--- src/rtl/llsc_pkg.sv ---
// Package: shared kind and class encodings for the reservation monitor.
// Assumes: kind codes fit in 3 bits and class codes in 2 bits.
package llsc_pkg;
    typedef enum logic [2:0] {
        K_LOAD  = 3'd0,
        K_STORE = 3'd1,
        K_FETCH = 3'd2,
        K_LLRD  = 3'd3,
        K_LLWR  = 3'd4,
        K_RMWRD = 3'd5,
        K_RMWWR = 3'd6
    } kind_e;

    typedef enum logic [1:0] {
        C_LOAD   = 2'd0,
        C_STORE  = 2'd1,
        C_FETCH  = 2'd2,
        C_ATOMIC = 2'd3
    } class_e;
endpackage

--- src/rtl/llsc_slot.sv ---
// Module: one requester's reservation register.
// Does: records a line on set and drops it on any clearing event that hits it.
// Assumes: set has priority over clearing within the same cycle.
module llsc_slot #(
    parameter int LINE_W = 26,
    parameter int ID_W   = 2,
    parameter int MY_ID  = 0
) (
    input  logic              clk,
    input  logic              rst_n,
    input  logic              set,
    input  logic [LINE_W-1:0] set_line,
    input  logic              sc_ok,
    input  logic [ID_W-1:0]   sc_req,
    input  logic [LINE_W-1:0] sc_line,
    input  logic              snp_valid,
    input  logic              snp_evict,
    input  logic [ID_W-1:0]   snp_req,
    input  logic [LINE_W-1:0] snp_line,
    output logic              rsv_valid,
    output logic [LINE_W-1:0] rsv_line
);
    localparam logic [ID_W-1:0] ME = ID_W'(MY_ID);

    logic kill;

    // Decide whether a passing conditional store or a snoop drops this reservation.
    always_comb begin
        kill = 1'b0;
        if (sc_ok && (sc_req == ME || sc_line == rsv_line))
            kill = 1'b1;
        if (snp_valid && snp_line == rsv_line && (snp_evict || snp_req != ME))
            kill = 1'b1;
    end

    // Hold the reservation: reset empties it, set wins over kill.
    always_ff @(posedge clk) begin
        if (!rst_n) begin
            rsv_valid <= 1'b0;
            rsv_line  <= '0;
        end else if (set) begin
            rsv_valid <= 1'b1;
            rsv_line  <= set_line;
        end else if (kill) begin
            rsv_valid <= 1'b0;
        end
    end
endmodule

--- src/rtl/llsc_classify.sv ---
// Module: maps a request kind to the controller request class.
// Does: pure combinational translation; all locked and rmw kinds become atomic.
// Assumes: unused kind code 7 is treated as a load.
module llsc_classify (
    input  logic [2:0] kind,
    output logic [1:0] cls
);
    import llsc_pkg::*;

    // Translate one kind code into its class code.
    always_comb begin
        case (kind)
            K_STORE:                        cls = C_STORE;
            K_FETCH:                        cls = C_FETCH;
            K_LLRD, K_LLWR, K_RMWRD, K_RMWWR: cls = C_ATOMIC;
            default:                        cls = C_LOAD;
        endcase
    end
endmodule

--- src/rtl/llsc_rmw_block.sv ---
// Module: tracks the single line held blocked during a read-modify-write pair.
// Does: rmw read completion blocks its line; matching rmw write completion unblocks.
// Assumes: only one rmw pair is open at a time.
module llsc_rmw_block #(
    parameter int LINE_W = 26
) (
    input  logic              clk,
    input  logic              rst_n,
    input  logic              cpl_valid,
    input  logic [2:0]        cpl_kind,
    input  logic [LINE_W-1:0] cpl_line,
    output logic              blk_active,
    output logic [LINE_W-1:0] blk_line
);
    import llsc_pkg::*;

    // Update the blocked-line register from rmw completions.
    always_ff @(posedge clk) begin
        if (!rst_n) begin
            blk_active <= 1'b0;
            blk_line   <= '0;
        end else if (cpl_valid && cpl_kind == K_RMWRD) begin
            blk_active <= 1'b1;
            blk_line   <= cpl_line;
        end else if (cpl_valid && cpl_kind == K_RMWWR && cpl_line == blk_line) begin
            blk_active <= 1'b0;
        end
    end
endmodule

--- src/rtl/llsc_monitor.sv ---
// Module: load-linked / store-conditional reservation monitor (top).
// Does: one reservation per requester, same-cycle store-conditional verdict,
//       snoop clearing, request classification and rmw line blocking.
// Assumes: NREQ is a power of two; at most one completion, snoop and query per cycle.
module llsc_monitor #(
    parameter int NREQ   = 4,
    parameter int LINE_W = 26,
    localparam int ID_W  = (NREQ > 1) ? $clog2(NREQ) : 1
) (
    input  logic              clk,
    input  logic              rst_n,
    input  logic              cpl_valid,
    input  logic [2:0]        cpl_kind,
    input  logic [ID_W-1:0]   cpl_req,
    input  logic [LINE_W-1:0] cpl_line,
    input  logic              snp_valid,
    input  logic              snp_evict,
    input  logic [ID_W-1:0]   snp_req,
    input  logic [LINE_W-1:0] snp_line,
    input  logic              sc_valid,
    input  logic [ID_W-1:0]   sc_req,
    input  logic [LINE_W-1:0] sc_line,
    output logic              sc_ok,
    output logic              sc_fail,
    input  logic [2:0]        iss_kind,
    output logic [1:0]        iss_class,
    output logic              blk_active,
    output logic [LINE_W-1:0] blk_line
);
    import llsc_pkg::*;

    logic              slot_valid [NREQ];
    logic [LINE_W-1:0] slot_line  [NREQ];
    logic              ll_done;
    logic              snp_conflict;
    logic              rsv_hit;

    assign ll_done = cpl_valid && (cpl_kind == K_LLRD);

    for (genvar i = 0; i < NREQ; i++) begin : g_slot
        llsc_slot #(.LINE_W(LINE_W), .ID_W(ID_W), .MY_ID(i)) u_slot (
            .clk       (clk),
            .rst_n     (rst_n),
            .set       (ll_done && cpl_req == ID_W'(i)),
            .set_line  (cpl_line),
            .sc_ok     (sc_ok),
            .sc_req    (sc_req),
            .sc_line   (sc_line),
            .snp_valid (snp_valid),
            .snp_evict (snp_evict),
            .snp_req   (snp_req),
            .snp_line  (snp_line),
            .rsv_valid (slot_valid[i]),
            .rsv_line  (slot_line[i])
        );
    end

    // Judge the query against the requester's slot and any same-cycle snoop.
    always_comb begin
        snp_conflict = snp_valid && snp_line == sc_line && (snp_evict || snp_req != sc_req);
        rsv_hit      = slot_valid[sc_req] && slot_line[sc_req] == sc_line && !snp_conflict;
        sc_ok        = sc_valid && rsv_hit;
        sc_fail      = sc_valid && !rsv_hit;
    end

    llsc_classify u_cls (
        .kind (iss_kind),
        .cls  (iss_class)
    );

    llsc_rmw_block #(.LINE_W(LINE_W)) u_blk (
        .clk        (clk),
        .rst_n      (rst_n),
        .cpl_valid  (cpl_valid),
        .cpl_kind   (cpl_kind),
        .cpl_line   (cpl_line),
        .blk_active (blk_active),
        .blk_line   (blk_line)
    );
endmodule

--- config.mk ---
export PLATFORM = sky130hd
export DESIGN_NAME = llsc_monitor
export DESIGN_NICKNAME = d
export VERILOG_FILES = /design/src/rtl/llsc_pkg.sv /design/src/rtl/llsc_slot.sv /design/src/rtl/llsc_classify.sv /design/src/rtl/llsc_rmw_block.sv /design/src/rtl/llsc_monitor.sv
export SDC_FILE = /design/constraint.sdc
export NUM_CORES = 1
export LEC_CHECK = 0
export BUFFER_PORTS_ARGS = -buffer_cell sky130_fd_sc_hd__buf_2
export CAP_MARGIN = 20
export CORE_MARGIN = 10
export CORE_UTILIZATION = 46
export DETAILED_ROUTE_END_ITERATION = 10
export PLACE_DENSITY = 0.66
export SLEW_MARGIN = 30
export SYNTH_ARGS = -nofsm -noshare
export SYNTH_HDL_FRONTEND = slang
export SYNTH_SLANG_ARGS = --single-unit
--- constraint.sdc ---
create_clock -name clk -period 3.4 [get_ports clk]
set_clock_uncertainty 0.05 [all_clocks]
set_input_delay 0.68 -clock clk [delete_from_list [all_inputs] [get_ports clk]]
set_output_delay 0.68 -clock clk [all_outputs]
set_load 0.01 [all_outputs]
; Yosys cells after proc, flatten, opt, wreduce, memory -nomap -nowiden
; Index checks and enable logic that the tools add are counted.
[totals]
regBits = 135
inputBits = 96
output_inout_bits = 31
elab_cells = 113
[op_classes]
n_lt_le_gt_ge = 1
n_eq_ne = 30
muxes = 25
bitwise = 1
n_reduce_logical = 46
[ops]
columns = operator, n
row1 = 26-bit == test, 11
row2 = 26-bit binary-select mux with 2-bit select, 1
row3 = 26-bit 2-to-1 mux, 2
row4 = 1-bit logical AND, 26
row5 = 1-bit 2-to-1 mux, 20
row6 = "3-bit == test, second input constant", 5
row7 = 2-bit nonzero test, 6
row8 = "3-bit by 2-bit == test with 1-bit output, second input constant", 3
row9 = 1-bit logical OR, 9
row10 = "2-bit == test, second input constant", 4
row11 = 2-bit case mux with 3 select lines, 1
row12 = "2-bit by 1-bit == test with 1-bit output, second input constant", 2
row13 = 2-bit logical NOT, 2
row14 = "2-bit != test, second input constant", 2
row15 = 4-bit OR reduction, 1
row16 = "3-bit by 1-bit == test with 1-bit output, second input constant", 1
row17 = "3-bit greater-or-equal comparator, second input constant", 1
row18 = 2-bit inverter with 3-bit output, 1
row19 = 1-bit binary-select mux with 2-bit select, 1
row20 = 1-bit logical NOT, 2
row21 = "2-bit by 1-bit != test with 1-bit output, second input constant", 1
row22 = 2-bit != test, 1

; Longest topological paths before layout
; Gate-level depths: netlist (run 1).
[logic_depth]
ltp_word = 13
ltp_mapped = 9
depth_no_buf = 6

; Cells and area by module
; Synthesis (run 1) repeated with hierarchy kept, for this count alone.
[unflattened]
cells_unflattened = 961
area_unflattened_um2 = 9366.5
[modules_own_cells]
columns = module, instances, cells_each, area_each_um2
row1 = llsc_slot (g_slot[1].u_slot ...), 2, 163, 1612.8
row2 = llsc_slot (g_slot[0].u_slot), 1, 162, 1606.5
row3 = llsc_slot (g_slot[3].u_slot), 1, 163, 1602.8
row4 = llsc_monitor, 1, 155, 1506.4
row5 = llsc_rmw_block, 1, 152, 1400.1
row6 = llsc_classify, 1, 3, 25.0

; Worst setup path before layout (run 1)
; OpenSTA, ideal clock, no wires.
[synth_path]
path_type = input to output
start = input port sc_req[1]
end = output port sc_fail
arrival_time_ps = 2301
required_ps = 2670
path_slack_ps = 369
stages = 8
n_path_buf = 2
cell_sequence = buf_2 -> buf_6 -> mux2i_1 -> nor2_1 -> a2111oi_0 -> o2bb2ai_1 -> nor4_2 -> a31oi_1
[synth_between]
elab_chain_len = 9
elab_cells_between_ends = 16
classes_between = eq/ne (2) / mux (6) / bitwise (1) / reduce/logical (7)
[synth_lines]
columns = element, line_no
row1 = start: declaration, llsc_monitor.sv:21  ; input logic [ID_W-1:0] sc_req,
row2 = 2-bit inverter with 3-bit output (implied by the code), llsc_monitor.sv:61  ; rsv_hit = slot_valid[sc_req] && slot_line[sc_req] == sc_line && !snp_conflict;
row3 = 26-bit binary-select mux with 2-bit select, llsc_monitor.sv:61
row4 = 26-bit 2-to-1 mux (implied by the code) (2 in a row), llsc_monitor.sv:61
row5 = 26-bit == test, llsc_monitor.sv:61
row6 = 1-bit logical AND, llsc_monitor.sv:61
row7 = 1-bit logical AND *, llsc_monitor.sv:61
row8 = 1-bit logical NOT *, llsc_monitor.sv:63  ; sc_fail = sc_valid && !rsv_hit;
row9 = 1-bit logical AND *, llsc_monitor.sv:63
row10 = end: declaration, llsc_monitor.sv:24  ; output logic sc_fail,
; Mark *: on every way between the ends. The rest lies on a longest branch, timed or not. The select of a mux whose other input is x is not followed.

; Worst setup path after layout (run 1)
[layout_path]
start = input port sc_req[1]
end = output port sc_ok
[layout_between]
elab_chain_len = 8
elab_cells_between_ends = 15
classes_between = eq/ne (2) / mux (6) / bitwise (1) / reduce/logical (6)
[layout_lines]
columns = element, line_no
row1 = 2-bit inverter with 3-bit output (implied by the code), llsc_monitor.sv:61
row2 = 26-bit binary-select mux with 2-bit select, llsc_monitor.sv:61
row3 = 26-bit 2-to-1 mux (implied by the code) (2 in a row), llsc_monitor.sv:61
row4 = 26-bit == test, llsc_monitor.sv:61
row5 = 1-bit logical AND, llsc_monitor.sv:61
row6 = 1-bit logical AND *, llsc_monitor.sv:61
row7 = 1-bit logical AND *, llsc_monitor.sv:62  ; sc_ok = sc_valid && rsv_hit;
row8 = end: declaration, llsc_monitor.sv:23  ; output logic sc_ok,
; Marked as above.

==> results.cfg, run 1 <==
[logic_synthesis]
synth_most_common_cell = nand2_1
yosys_warnings = 0
synthTopCellsByCount = 268 x nand2_1, 200 x xor2_1, 135 x dfxtp_1
synth_xor_area_frac = 0.269
synth-main-ff-cell = dfxtp_1
async_flop_share = 0
synth_area_leaders = dfxtp_1 29%, xor2_1 19%, nand2_1 11%
synth.distinct_cells = 53
synth_compound_area_frac = 0.141
synth_top_area_cell = dfxtp_1
synth_top_family_by_area = XOR/XNOR gates
syn_area_sq_um = 9300
yosysTopAreaCellShare = 0.291
synthAdderAreaFrac = 0
synth_seq_cells = 135
postSynthAreaPerCell_sq_um = 8.26
synthCells = 1126
syn_nets = 1222
yosysSeqAreaShare = 0.291
synth-edff-count = 0
muxShareOfSynthArea = 0.0663
synth_simple_gate_area_share = 0.185

[placed_design]
place_area_sq_um = 10400
pre_cts_slack_ns = -0.0831
gp_congestion = 1.04
port_buffers = 126
place_hpwl_mm = 32.5

[global_routing]
grt_overflow = 0
antenna_found_initial = 1
grt_max_degree = 74
grt_usage = 0.306
grt_pass1_vias = 8936
grt_pass1_wl_mm = 59.5

[floorplan]
die-area_sq_um = 26300
core_area_sq_um = 19700
die-width_um = 162
io_pins = 127
rows = 51
die_y_um = 162
start_util = 0.473

[timing]
fmax_ghz = 0.302
report.final.slew_viol_count = 0
finalSetupViolCount = 0
fin_ws_ns = 0.0836
tightest_slew_ns = 0.728
max-slew-margin-rel = 0.502
grt_setup_unrepaired = false
min_period_over_period = 0.975
fin_crit_ns = 3.32
tns_ns = 0
hold_viol_final = 0

[power_and_ir_drop]
p_per_area_nw_per_um2 = 376
p_leak_nw = 4.45
total_power_mw = 4.16
ir_drop_mv = 0.370

[critical_path]
crit_chain = buf_2 -> buf_12 -> buf_12 -> mux2i_1 -> xor2_1 -> a31oi_2 -> nor4bb_2 -> and4_1 -> buf_2
path_max_fanout = 17
cp-startpoint = sc_req[1]
reg2reg_depth = 7
cp_data_arrival_time_ns = 2.59
start_kind = input port
r2r_start = g_slot[0].u_slot.rsv_line[5]
crit_buf_inv = 4
crit_type = input port to output port
slowest_stage = nor4bb_2
cp.required_ns = 2.67
endpoint_kind = output port
critPathTopFamily = buffers and inverters
max_stage_delay_ns = 0.35
cp_num_cells = 9

[final_layout]
area_growth_pct = 19.1
final_net_count = 1327
drive_gt1_frac = 0.207
design_area_sq_um = 11100

[route]
wl_mm = 40.9
wire_per_inst_um = 27.1
drtIter0Drc = 860
vias_per_cell = 5.83
ant_nets = 0
firstDrtPassIters = 5
vias = 8805
drc_errors = 0

[clock_tree]
clkSinkCount = 135
ctsHoldBuffers = 0
cts_tree = done
htree_levels = 4
clk_pin_slew_ns = 0.06
clk_latency_ns = 0.44
clockRootBuffer = clkbuf_16
cts_buffers = 17
cts_buffer_depth = 2

[flow_run]
max-cap-violations = 0

[hold_path]
worstHoldPathCells = 2
hold_path.class = register to register
hold_start = u_blk.blk_active

[outcome]
status = completed
## cell type report
| type | instances | area [sq um] |
|---|---|---|
| Fill cell | 1892 | 8580 |
| Inverter | 6 | 22.5 |
| Antenna cell | 1 | 2.50 |
| Timing Repair Buffer | 187 | 1160 |
| Clock buffer | 19 | 443 |
| Sequential cell | 135 | 2700 |
| Tap cell | 265 | 332 |
| Clock inverter | 13 | 136 |
| Multi-Input combinational cell | 884 | 6270 |
## metrics by stage
stage,instances,utilization,hold slack (ns)
2_1_floorplan,1126,-,0.437
3_3_place_gp,1476,0.528,0.413
3_5_place_dp,1476,0.528,0.426
4_1_cts,1508,0.558,0.435
5_1_grt,1510,0.564,0.460
6_report,1510,0.564,0.438
## cells by family (layout without fill, tap and decap cells)
kind of cell,count (synthesis),after routing
and+or+nand+nor,387,387
xor gates and xnor gates,286,286
AOI/OAI and AO/OA,174,174
DFF,135,135
buffers and inverters,107,225
muxes,37,37
other,0,1
## sequential cells by signal, summed over array words and instances (netlist names)
signal	count
u_blk.blk_active	1
g_slot.u_slot.rsv_valid	4
g_slot.u_slot.rsv_line	104
u_blk.blk_line	26
## layout by cell type (no fill, tap or decap), drive strengths merged, types with 17 or more instances in the layout
master,Yosys,final
mux4,19,19
nand4,21,21
a21boi,132,132
buf,11,187
mux2i,17,17
nor4,47,47
xnor2,86,86
nand2,268,268
clkbuf,90,19
xor2,200,200
nand3,19,19
dfxtp,135,135
## repair_timing
| item | 4_1_cts | 5_1_grt |
|---|---|---|
| gates resized for setup | 3 | 21 |
| pin swaps | 0 | 4 |
| endpoints found under the setup margin | 2 | 2 |
| buffers inserted | 0 | 1 |
## worst reg2reg max path, cell delays in order, from the launching register on
cell and delay (ns):
dfxtp_1 0.38, mux4_2 0.49, xnor2_1 0.15, nand2_1 0.14, buf_4 0.17, a2111oi_4 0.33, and3_2 0.32, a41oi_1 0.15
## per-layer routing
layer  track usage  part of all wire  vias up  wire length (um)
li1              -                 -     3998                 -
met1         0.373              0.39     4187             15900
met2         0.482              0.45      496             18400
met3        0.0827              0.10      124              4190
met4         0.161             0.059        0              2410
met5             0                 0        -                 0
## path summary, 6_finish.rpt
path / end / slack, ns
worst max-delay path: sc_ok / 0.08
worst max register to register: g_slot[3].u_slot.rsv_valid / 1.07
worst min-delay path: u_blk.blk_active / 0.44
worst min register to register: u_blk.blk_active / 0.44
## where the power goes
group	internal (mW)	leakage [nW]	switching, mW
clock network	1.05	0.275	0.842
registers	1.60	1.09	0.0226
logic	0.248	3.08	0.405
total	2.90	4.45	1.27
No activity file was read; power rests on OpenSTA's default activity.
==> run 2, diff against run 1 <==
- REMOVE_ABC_BUFFERS: unset -> 1
==> run 2 against run 1 <==
Compared with the run above: flip-flop and latch count stayed put; sequential share of layout area is 0.39 points higher; core utilization is 0.90 points lower; highest routed layer unchanged; combinational power is 3.7% lower; register-to-register slack better by 0.03 ns; global-route usage is 1.8 points lower; sequential power hardly changed; via count is 1.4% lower.
==> results.cfg, run 2 (same netlist as run 1, synthesis figures left out) <==
[clock_tree]
cts_buffer_depth = 2
clockRootBuffer = clkbuf_16
clk_pin_slew_ns = 0.06
clk_latency_ns = 0.43
htree_levels = 4
cts_buffers = 17
clkSinkCount = 135
cts_tree = done
ctsHoldBuffers = 0

[critical_path]
start_kind = input port
cp.required_ns = 2.67
crit_buf_inv = 3
slowest_stage = mux4_2
cp_data_arrival_time_ns = 2.61
max_stage_delay_ns = 0.50
crit_chain = clkbuf_4 -> buf_12 -> mux4_2 -> xnor2_1 -> o21ai_0 -> a2111oi_2 -> a31oi_1 -> buf_2
crit_type = input port to output port
endpoint_kind = output port
critPathTopFamily = compound AO/OA/AOI/OAI gates
path_max_fanout = 6

[route]
wire_per_inst_um = 25.3
drtIter0Drc = 878
vias_per_cell = 5.79
wl_mm = 37.9
vias = 8686
top_layer = met4
wl_met2_mm = 16.8
wl_met3_mm = 3.76
firstDrtPassIters = 6
wl_met1_mm = 16.0
ant_nets = 0
drc_errors = 0

[final_layout]
area_growth_pct = 17.2
top_regs = g_slot.u_slot.rsv_line: 104 flops, u_blk.blk_line: 26 flops, g_slot.u_slot.rsv_valid: 4 flops
diodes = 0
drive_gt1_frac = 0.194
final_cell_count_no_fill = 1500
top_register = g_slot.u_slot.rsv_line
mostFrequentLayoutCell = nand2_1
utilization = 0.555
largest_reg_flops = 104
mostFrequentLayoutCells = 268 x nand2_1, 200 x xor2_1, 135 x dfxtp_1, 132 x a21boi_0, 123 x buf_2
final_net_count = 1319

[timing]
fmax_ghz = 0.299
min_period_over_period = 0.983
fin_crit_ns = 3.34
max-slew-margin-rel = 0.418
whs_ns = 0.438
finalSetupViolCount = 0
tns_ns = 0
grt_setup_unrepaired = false
tightest_slew_ns = 0.866
report.final.slew_viol_count = 0
hold_viol_final = 0

[power_and_ir_drop]
p_per_area_nw_per_um2 = 372
p_int_mw = 2.82
power.net_switching_mw = 1.24
ir_drop_mv = 0.347
p_leak_nw = 4.40
total_power_mw = 4.06
power.clock.fraction = 0.446
p_seq_frac = 0.399
sw_frac_of_total = 0.306
comb_power_share = 0.155

[global_routing]
grt_pass1_wl_mm = 56.3
grt_overflow = 0
antenna_found_initial = 0
grt_usage = 0.287
grt_pass1_vias = 8647
grt_max_degree = 81

[outcome]
status = completed

[floorplan]
die-area_sq_um = 26300
rows = 51
io_pins = 127
core_area_sq_um = 19700
die_y_um = 162
start_util = 0.473
die-width_um = 162

[hold_path]
hold_path.class = register to register

[placed_design]
dp.cells = 1468
port_buffers = 126
place_hpwl_mm = 29.9
gp_congestion = 1.05

[flow_run]
max-cap-violations = 0
[run 2: cell types whose count changed in the layout (fill, tap and decap cells not counted), sizes merged]
cell      delta
inv          -1
diode        -1
buf          -9
clkinv       +4
bufinv       -1
clkinvlp     -2
[run 2: layout make-up]
cell class / instances / area (sq um)
repair buffers: 179 / 1090
flip-flops and latches: 135 / 2700
fillers: 1919 / 8750
clock buffers: 18 / 439
clock inverters: 13 / 115
multi-input cells: 884 / 6200
well taps: 265 / 332
inverters: 6 / 22.5
[run 2: power by group through the flow]
stage	sequential (mW)	clock, mW	combinational [mW]
final	1.62	1.81	0.628
after global routing	1.62	1.89	0.661
after CTS	1.62	1.82	0.610
after detailed placement	1.66	0	0.606
after global placement	1.66	0	0.608
after floorplan	1.65	0	0.247
[run 2: worst register-to-register path, stage by stage, from the launching register on]
cell     delay, ns
dfxtp_1       0.48
xor2_1        0.11
nor4_1        0.67
nand4_1       0.26
o41a_1        0.36
o21ai_0       0.16
a41oi_1       0.06
[run 2: worst paths after layout]
kind                                 startpoint                          to  slack, ns  cells past startpoint
setup reg to reg  g_slot[0].u_slot.rsv_line[15]  g_slot[0].u_slot.rsv_valid       1.10                      6
hold / removal                u_blk.blk_line[1]           u_blk.blk_line[1]       0.44                      2
setup / recovery                      sc_req[0]                     sc_fail       0.06                      8
hold reg to reg               u_blk.blk_line[1]           u_blk.blk_line[1]       0.44                      2
[run 2: per-stage QoR]
| stage | setup slack (ns) | instance area [sq um] |
|---|---|---|
| floorplan | 0.572 | 8880 |
| global placement | -0.0104 | 10300 |
| global route | 0.00191 | 10900 |
| detailed placement | -0.0377 | 10300 |
| finish | 0.0566 | 10900 |
| CTS | 0.0289 | 10900 |
[run 2: timing repair]
item | 4_1_cts | 5_1_grt
setup buffers | 0 | 1
endpoints found under the hold margin | 0 | 0
gates resized for setup | 3 | 7
pin swaps | 0 | 4
cloned | 0 | 0
setup endpoints to repair | 2 | 2
[run 2: per-layer routing]
metal | GRT usage | vias to the layer above
met5 | 0 | -
met4 | 0.114 | 0
met3 | 0.0662 | 72
met2 | 0.440 | 477
met1 | 0.382 | 4151
li1 | - | 3986
